===== src/rtl/chain_scan_pkg.sv =====
package chain_scan_pkg;

    localparam logic [31:0] READBACK_FILL = 32'hF800_030A;
    localparam logic [5:0]  REG_CTRL_HI   = 6'h0D;
    localparam logic [5:0]  REG_CTRL_LO   = 6'h0E;
    localparam logic [5:0]  REG_READ_SEL  = 6'h1C;
    localparam logic [7:0]  CRC_POLY      = 8'h2F;

    typedef enum logic [1:0] {
        ST_OK    = 2'd0,
        ST_CRC   = 2'd1,
        ST_ADDR  = 2'd2,
        ST_CHAIN = 2'd3
    } seq_status_e;

    typedef enum logic [2:0] {
        S_IDLE, S_CMD, S_WAIT, S_READ, S_FINISH
    } seq_state_e;

    typedef struct packed {
        logic [4:0] dev;
        logic [5:0] regsel;
        logic [7:0] data;
        logic       bcast;
    } cmd_fields_t;

    // Polynomial remainder of a 24-bit value, MSB first.
    function automatic logic [7:0] crc8_rem(input logic [23:0] v);
        logic [7:0] r;
        logic       msb;
        r = '0;
        for (int i = 23; i >= 0; i--) begin
            msb = r[7];
            r   = {r[6:0], v[i]};
            if (msb) r = r ^ CRC_POLY;
        end
        return r;
    endfunction

    function automatic logic [31:0] build_cmd(input cmd_fields_t f);
        logic [20:0] head;
        head = {f, 1'b0};
        return {head, crc8_rem({3'b000, head}), 3'b010};
    endfunction

    function automatic logic [4:0] rev5(input logic [4:0] a);
        return {a[0], a[1], a[2], a[3], a[4]};
    endfunction

endpackage


===== src/rtl/seq_wait_calc.sv =====
module seq_wait_calc #(
    parameter int CLK_MHZ = 100,
    parameter int DEV_W   = 3,
    parameter int CNT_W   = 15
) (
    input  logic [1:0]       acq_i,
    input  logic [1:0]       avg_i,
    input  logic [DEV_W-1:0] extra_i,
    output logic [CNT_W-1:0] cycles_o
);
    logic [31:0] tacq_ns, conv_ns, total_ns, micro;

    always_comb begin
        unique case (acq_i)
            2'd0:    tacq_ns = 32'd465;
            2'd1:    tacq_ns = 32'd1010;
            2'd2:    tacq_ns = 32'd1460;
            default: tacq_ns = 32'd1890;
        endcase
        conv_ns  = ((tacq_ns + 32'd695) * 32'd12) << avg_i;
        total_ns = conv_ns - tacq_ns + 32'(extra_i) * 32'd250;
        micro    = (total_ns + 32'd999) / 32'd1000 + 32'd5;
        cycles_o = CNT_W'(micro * 32'(CLK_MHZ));
    end
endmodule


===== src/rtl/seq_frame_check.sv =====
module seq_frame_check
    import chain_scan_pkg::*;
#(
    parameter int FRM_W = 7
) (
    input  logic [31:0]      rx_i,
    input  logic [FRM_W-1:0] index_i,
    output logic             crc_ok_o,
    output logic             zero_o,
    output logic             addr_ok_o
);
    always_comb begin
        crc_ok_o  = (crc8_rem({2'b00, rx_i[31:10]}) == rx_i[9:2]);
        zero_o    = (rx_i == '0);
        addr_ok_o = (FRM_W'(rev5(rx_i[31:27])) == index_i);
    end
endmodule


===== src/rtl/chain_scan_seq.sv =====
module chain_scan_seq
    import chain_scan_pkg::*;
#(
    parameter int CLK_MHZ    = 100,
    parameter int MAX_DEV    = 8,
    parameter int CH_PER_DEV = 12,
    parameter int DEV_W      = $clog2(MAX_DEV)
) (
    input  logic             clk,
    input  logic             rst,
    input  logic             start_i,
    input  logic             discover_i,
    input  logic [DEV_W-1:0] extra_dev_i,
    input  logic [1:0]       acq_code_i,
    input  logic [1:0]       avg_code_i,
    output logic             xfer_req_o,
    output logic [31:0]      xfer_tx_o,
    input  logic             xfer_done_i,
    input  logic [31:0]      xfer_rx_i,
    output logic             frame_valid_o,
    output logic [31:0]      frame_data_o,
    output logic             busy_o,
    output logic             done_o,
    output logic [1:0]       status_o,
    output logic [DEV_W-1:0] dev_found_o
);
    localparam int FRM_W = $clog2(MAX_DEV * CH_PER_DEV + 1);
    localparam int CNT_W = $clog2(260 * CLK_MHZ + 1);

    seq_state_e       state;
    seq_status_e      status;
    logic [1:0]       cmd_idx;
    logic [FRM_W-1:0] frm;
    logic [CNT_W-1:0] cnt;
    logic             lat_disc;
    logic [DEV_W-1:0] lat_extra;
    logic [1:0]       lat_acq, lat_avg;
    logic [CNT_W-1:0] wait_cycles;
    logic             crc_ok, is_zero, addr_ok;
    logic [FRM_W-1:0] last_frm;
    logic [1:0]       last_cmd;
    cmd_fields_t      cmd;

    seq_wait_calc #(.CLK_MHZ(CLK_MHZ), .DEV_W(DEV_W), .CNT_W(CNT_W)) u_wait (
        .acq_i(lat_acq), .avg_i(lat_avg), .extra_i(lat_extra), .cycles_o(wait_cycles)
    );

    seq_frame_check #(.FRM_W(FRM_W)) u_check (
        .rx_i(xfer_rx_i), .index_i(frm),
        .crc_ok_o(crc_ok), .zero_o(is_zero), .addr_ok_o(addr_ok)
    );

    assign last_frm = FRM_W'((32'(lat_extra) + 32'd1) * 32'(CH_PER_DEV) - 32'd1);
    assign last_cmd = lat_disc ? 2'd2 : 2'd1;

    // Command table: scan uses entries 0..1, discovery 0..2.
    always_comb begin
        cmd.dev   = 5'd0;
        cmd.bcast = 1'b1;
        if (!lat_disc) begin
            cmd.regsel = (cmd_idx == 2'd0) ? REG_READ_SEL : REG_CTRL_HI;
            cmd.data   = (cmd_idx == 2'd0) ? 8'h00 : {4'b0000, 1'b1, lat_avg, 1'b0};
        end else begin
            unique case (cmd_idx)
                2'd0:    begin cmd.regsel = REG_CTRL_LO;  cmd.data = {1'b1, lat_acq, 5'b10101}; end
                2'd1:    begin cmd.regsel = REG_CTRL_LO;  cmd.data = {1'b0, lat_acq, 5'b10101}; end
                default: begin cmd.regsel = REG_READ_SEL; cmd.data = 8'h38; end
            endcase
        end
    end

    assign xfer_req_o = (state == S_CMD) || (state == S_READ);
    assign xfer_tx_o  = (state == S_READ) ? READBACK_FILL : build_cmd(cmd);
    assign busy_o     = (state != S_IDLE);
    assign done_o     = (state == S_FINISH);
    assign status_o   = status;

    always_ff @(posedge clk) begin
        if (rst) begin
            state         <= S_IDLE;
            status        <= ST_OK;
            cmd_idx       <= '0;
            frm           <= '0;
            cnt           <= '0;
            lat_disc      <= 1'b0;
            lat_extra     <= '0;
            lat_acq       <= '0;
            lat_avg       <= '0;
            frame_valid_o <= 1'b0;
            frame_data_o  <= '0;
            dev_found_o   <= '0;
        end else begin
            frame_valid_o <= 1'b0;
            unique case (state)
                S_IDLE: if (start_i) begin
                    lat_disc  <= discover_i;
                    lat_extra <= extra_dev_i;
                    lat_acq   <= acq_code_i;
                    lat_avg   <= avg_code_i;
                    status    <= ST_OK;
                    cmd_idx   <= '0;
                    frm       <= '0;
                    state     <= S_CMD;
                end
                S_CMD: if (xfer_done_i) begin
                    if (cmd_idx == last_cmd) begin
                        if (lat_disc) state <= S_READ;
                        else begin
                            cnt   <= wait_cycles - CNT_W'(1);
                            state <= S_WAIT;
                        end
                    end else cmd_idx <= cmd_idx + 2'd1;
                end
                S_WAIT: begin
                    if (cnt == '0) state <= S_READ;
                    else           cnt   <= cnt - CNT_W'(1);
                end
                S_READ: if (xfer_done_i) begin
                    if (!lat_disc) begin
                        if (!crc_ok) begin
                            status <= ST_CRC;
                            state  <= S_FINISH;
                        end else begin
                            frame_valid_o <= 1'b1;
                            frame_data_o  <= xfer_rx_i;
                            if (frm == last_frm) state <= S_FINISH;
                            else                 frm   <= frm + FRM_W'(1);
                        end
                    end else if (is_zero) begin
                        if (frm == '0) status <= ST_CHAIN;
                        else           dev_found_o <= DEV_W'(frm - FRM_W'(1));
                        state <= S_FINISH;
                    end else if (!crc_ok) begin
                        status <= ST_CRC;
                        state  <= S_FINISH;
                    end else if (!addr_ok) begin
                        status <= ST_ADDR;
                        state  <= S_FINISH;
                    end else if (frm == FRM_W'(MAX_DEV)) begin
                        status <= ST_CHAIN;
                        state  <= S_FINISH;
                    end else frm <= frm + FRM_W'(1);
                end
                S_FINISH: state <= S_IDLE;
                default:  state <= S_IDLE;
            endcase
        end
    end

    a_r9_done_single: assert property (@(posedge clk) disable iff (rst)
        done_o |=> !done_o && !busy_o);

    a_r2_tx_hold: assert property (@(posedge clk) disable iff (rst)
        (xfer_req_o && !xfer_done_i) |=> xfer_req_o && $stable(xfer_tx_o));

    a_r3_wait_countdown: assert property (@(posedge clk) disable iff (rst)
        (state == S_WAIT && cnt != '0) |=> state == S_WAIT && cnt == $past(cnt) - CNT_W'(1));

    a_r5_crc_abort: assert property (@(posedge clk) disable iff (rst)
        (state == S_READ && xfer_done_i && !is_zero && !crc_ok) |=> !xfer_req_o && status_o == ST_CRC && !frame_valid_o);

    a_r8_start_ignored: assert property (@(posedge clk) disable iff (rst)
        (busy_o && start_i) |=> $stable(lat_disc) && $stable(lat_extra) && $stable(lat_avg));

    a_r6_no_forward_discovery: assert property (@(posedge clk) disable iff (rst)
        frame_valid_o |-> !lat_disc);

endmodule


===== config.mk =====
export PLATFORM = sky130hd
export DESIGN_NAME = chain_scan_seq
export DESIGN_NICKNAME = d
export VERILOG_FILES = /design/src/rtl/chain_scan_pkg.sv /design/src/rtl/seq_wait_calc.sv /design/src/rtl/seq_frame_check.sv /design/src/rtl/chain_scan_seq.sv
export SDC_FILE = /design/constraint.sdc
export NUM_CORES = 1
export LEC_CHECK = 0
export CORE_MARGIN = 2
export CORE_UTILIZATION = 55
export CTS_CLUSTER_DIAMETER = 50
export DETAILED_ROUTE_END_ITERATION = 8
export HOLD_SLACK_MARGIN = 0.1
export MAX_ROUTING_LAYER = met4
export PLACE_DENSITY = 0.77
export SLEW_MARGIN = 0
export SYNTH_ARGS = -nofsm -noshare
export SYNTH_HDL_FRONTEND = slang
export SYNTH_HIERARCHICAL = 1
export SYNTH_SLANG_ARGS = --single-unit

===== constraint.sdc =====
create_clock -name clk -period 18.83 [get_ports clk]
set_input_delay 4.7075 -clock clk [delete_from_list [all_inputs] [get_ports clk]]
set_output_delay 4.7075 -clock clk [all_outputs]
set_load 0.02 [all_outputs]

==> flow_summary.json <==
{
  "critical_path_buf_inv_count": 4,
  "slew_headroom_pct": 22.5,
  "grt_pass1_wl_um": 61400,
  "die_width_um": 157,
  "synth.avg_cell_area_um2": 7.46,
  "numCtsBuffers": 9,
  "fin_skew_ns": 0.00768,
  "cp_class": "reg2reg",
  "via_per_inst": 6.41,
  "gp_routability_congestion": 0.955,
  "design.die.area_um2": 24600,
  "min_period_over_period_pct": 95.0,
  "core_area_um2": 22800,
  "number_of_enable_flip_flop_cells_after_synthesis": 0,
  "placedCellCount": 2070,
  "worst_pin_slew_ns": 1.15,
  "area_growth_syn_to_layout_pct": 14.0,
  "globalRouteOverflowTotal": 0,
  "timing.critical_path.max_delay_family": "compound AO/OA/AOI/OAI gates",
  "ys.warnings.count": 6,
  "wl_um": 37500,
  "fillCellCount": 2033,
  "final_cell_count_no_fill": 2103,
  "routed_wire_length_per_instance_um": 17.9,
  "numClockSinks": 73,
  "drt_first_pass_iters": 7,
  "synth-seq-area-share_pct": 11.4,
  "synthArstFlopShare_pct": 0,
  "groute.usage.overall_pct": 30.7,
  "timing.critical_path.fanout_max": 11,
  "slowest_delay_ns": 0.57,
  "type_of_element_capturing_the_critical_path": "flop",
  "crit_slowest_cell": "sky130_fd_sc_hd__or4_1",
  "drc": 0,
  "ys_top_cells_by_area": "sky130_fd_sc_hd__dfxtp_1 (11%), sky130_fd_sc_hd__ha_1 (8.2%), sky130_fd_sc_hd__xnor2_1 (7.2%)",
  "port-buffer-count": 111,
  "die_y_um": 157,
  "drv.max_cap_violation_count": 0,
  "worstHoldPathType": "reg2reg",
  "hold_viol": 0,
  "crit_path_start_kind": "flop",
  "h_tree_depth": 3,
  "multiInputGateArea_um2": 10800,
  "row_count": 55,
  "nNetsFinal": 1934,
  "synth_ff_type": "sky130_fd_sc_hd__dfxtp_1",
  "route.vias.total": 13500,
  "clock_insertion_delay_worst_skew_ns": 0.34,
  "outcome": "finished, final reports clean",
  "tritoncts": "yes",
  "drt_first_iter_violations": 1174,
  "synth_seq_cells": 73,
  "drv_slew": 0,
  "synth.top_cell.area_share_pct": 11.4,
  "final.setup.tns_ns": 0,
  "synth_area_um2": 12800,
  "path_common_cell": "sky130_fd_sc_hd__ha_1",
  "clk_pin_slew_ns": 0.06,
  "synth_largest_area_cell": "sky130_fd_sc_hd__dfxtp_1",
  "fmaxAchievable_mhz": 55.9,
  "io_pins": 117,
  "place_hpwl_um": 28600,
  "synth_cell_types": 133,
  "clock_tree.buffer_depth": 2,
  "pin_count_of_the_biggest_net_entering_global_routing": 65,
  "layout-drive-gt1-share_pct": 10.3,
  "finalCriticalPeriod_ns": 17.90,
  "clk_root_buffer_cell": "sky130_fd_sc_hd__clkbuf_16",
  "utilization_pct": 64.2,
  "setup_viol_count_final": 0,
  "start_util_pct": 56.4,
  "antenna_found_initial": 0,
  "first_global_vias": 12400,
  "required_ns": 19.09,
  "antenna_left": 0,
  "worst_ep_arrival_time_ns": 18.15,
  "regArea_um2": 1470,
  "holdWs_ns": 0.454,
  "num_antenna_cells": 0,
  "post_synthesis_instance_total": 1720
}
-- sequential cells by signal (all words and copies together), names as in the netlist --
register,count
cmd_idx,2
lat_disc,1
state,3
lat_extra,3
status_o,2
frame_valid_o,1
frm,7
lat_acq,2
frame_data_o,32
dev_found_o,3
lat_avg,2
cnt,15
-- cells in the mapped netlist (6+ instances only) --
cell                       number
sky130_fd_sc_hd__dfxtp_1       73
sky130_fd_sc_hd__nor4_1        32
sky130_fd_sc_hd__buf_4         21
sky130_fd_sc_hd__fa_1          20
sky130_fd_sc_hd__o22ai_1       12
sky130_fd_sc_hd__a211o_1        8
sky130_fd_sc_hd__or3_1         23
sky130_fd_sc_hd__o31a_1         6
sky130_fd_sc_hd__or2_2          6
sky130_fd_sc_hd__a21oi_1      140
sky130_fd_sc_hd__a211oi_2       6
sky130_fd_sc_hd__ha_1          84
sky130_fd_sc_hd__and2_1        17
sky130_fd_sc_hd__o211ai_1      24
sky130_fd_sc_hd__a31o_2         8
sky130_fd_sc_hd__xor2_1        28
sky130_fd_sc_hd__a31oi_1       22
sky130_fd_sc_hd__a22o_1         6
sky130_fd_sc_hd__o211a_1       11
sky130_fd_sc_hd__inv_1         98
sky130_fd_sc_hd__nand2b_1      13
sky130_fd_sc_hd__nand2_1      202
sky130_fd_sc_hd__nor3_1        59
sky130_fd_sc_hd__nand4_1       26
sky130_fd_sc_hd__a311oi_1       8
sky130_fd_sc_hd__a211oi_1      33
sky130_fd_sc_hd__buf_2         15
sky130_fd_sc_hd__mux2i_1       30
sky130_fd_sc_hd__o31ai_1       15
sky130_fd_sc_hd__a22oi_1        7
sky130_fd_sc_hd__and3_1        19
sky130_fd_sc_hd__o21a_1        10
sky130_fd_sc_hd__xnor2_1      105
sky130_fd_sc_hd__nor2_1       111
sky130_fd_sc_hd__o21ai_1       12
sky130_fd_sc_hd__or4_1          9
sky130_fd_sc_hd__nand3_1       38
sky130_fd_sc_hd__clkbuf_1      46
sky130_fd_sc_hd__o21ai_0       81
sky130_fd_sc_hd__a21o_1        20
sky130_fd_sc_hd__o21bai_1       9
sky130_fd_sc_hd__nor2b_1       13
-- placed cells by master (no fill, tap or decap), drive strengths merged, types with 41 or more instances in the layout --
| cell | instances |
|---|---|
| nor2 | 116 |
| dfxtp | 73 |
| nand2 | 204 |
| inv | 98 |
| a21oi | 147 |
| clkdlybuf4s50 | 110 |
| xnor2 | 109 |
| ha | 84 |
| nor3 | 65 |
| o21ai | 96 |
| a211oi | 41 |
-- cells by family (layout without fill, tap and decap cells) --
family,after synthesis,after routing,share of synthesized area (%)
simple gates,624,624,24.9
compound gates,540,541,31.3
buf+inv,188,253,6.49
xor+xnor,143,143,10.8
fa+ha+maj,108,108,11.6
flops,73,73,11.4
mux,41,41,3.50
other cells,3,7,0.0877
-- worst paths after layout --
kind	from	end	slack, ns	cells after the start
hold reg to reg	frame_data_o[27]$_SDFFE_PP0P_	frame_data_o[27]$_SDFFE_PP0P_	0.45	2
setup reg to reg	lat_extra[0]$_SDFFE_PP0P_	cnt[14]$_SDFFE_PP0P_	0.93	64
hold / removal	frame_data_o[27]$_SDFFE_PP0P_	frame_data_o[27]$_SDFFE_PP0P_	0.45	2
setup / recovery	lat_extra[0]$_SDFFE_PP0P_	cnt[14]$_SDFFE_PP0P_	0.93	64
-- worst reg2reg max path: cells and delay by family, from the launching register on --
kind | cells | cell delay (ns)
compound gates | 30 | 7.99
buf+inv | 4 | 0.45
flops | 1 | 0.44
simple gates | 12 | 3.46
mux | 1 | 0.22
fa+ha+maj | 11 | 4.12
xor+xnor | 6 | 1.15
-- layer usage --
layer,GRT usage [%],vias to the layer above,routed length (um)
li1,-,6493,-
met1,41.7,6325,16700
met2,48.4,575,17400
met3,4.35,78,2730
met4,6.47,0,716
met5,-,-,0
-- stage by stage --
step	area, um2	worst slack [ns]
final	14600	0.935
after global placement	14000	0.857
after CTS	14300	0.285
after global routing	14600	-0.0476
after detailed placement	14000	0.398
after floorplan	12900	2.69
-- repair_timing --
action	in CTS	in global routing
endpoints found under the setup margin	0	8
resized for setup	0	42
hold buffers	0	0
buffers inserted	0	17
-- layout make-up --
class / count / share of cell area [%]
clock buffer: 10 / 1.56
multi-input combinational: 1464 / 73.6
clock inverter: 5 / 0.556
timing repair buffer: 140 / 9.05
sequential: 73 / 10.0
inverter: 98 / 2.51
tap: 313 / 2.68
Power is not shown: default switching activity piles up to over one toggle a cycle in this logic, so the estimate is an artifact.
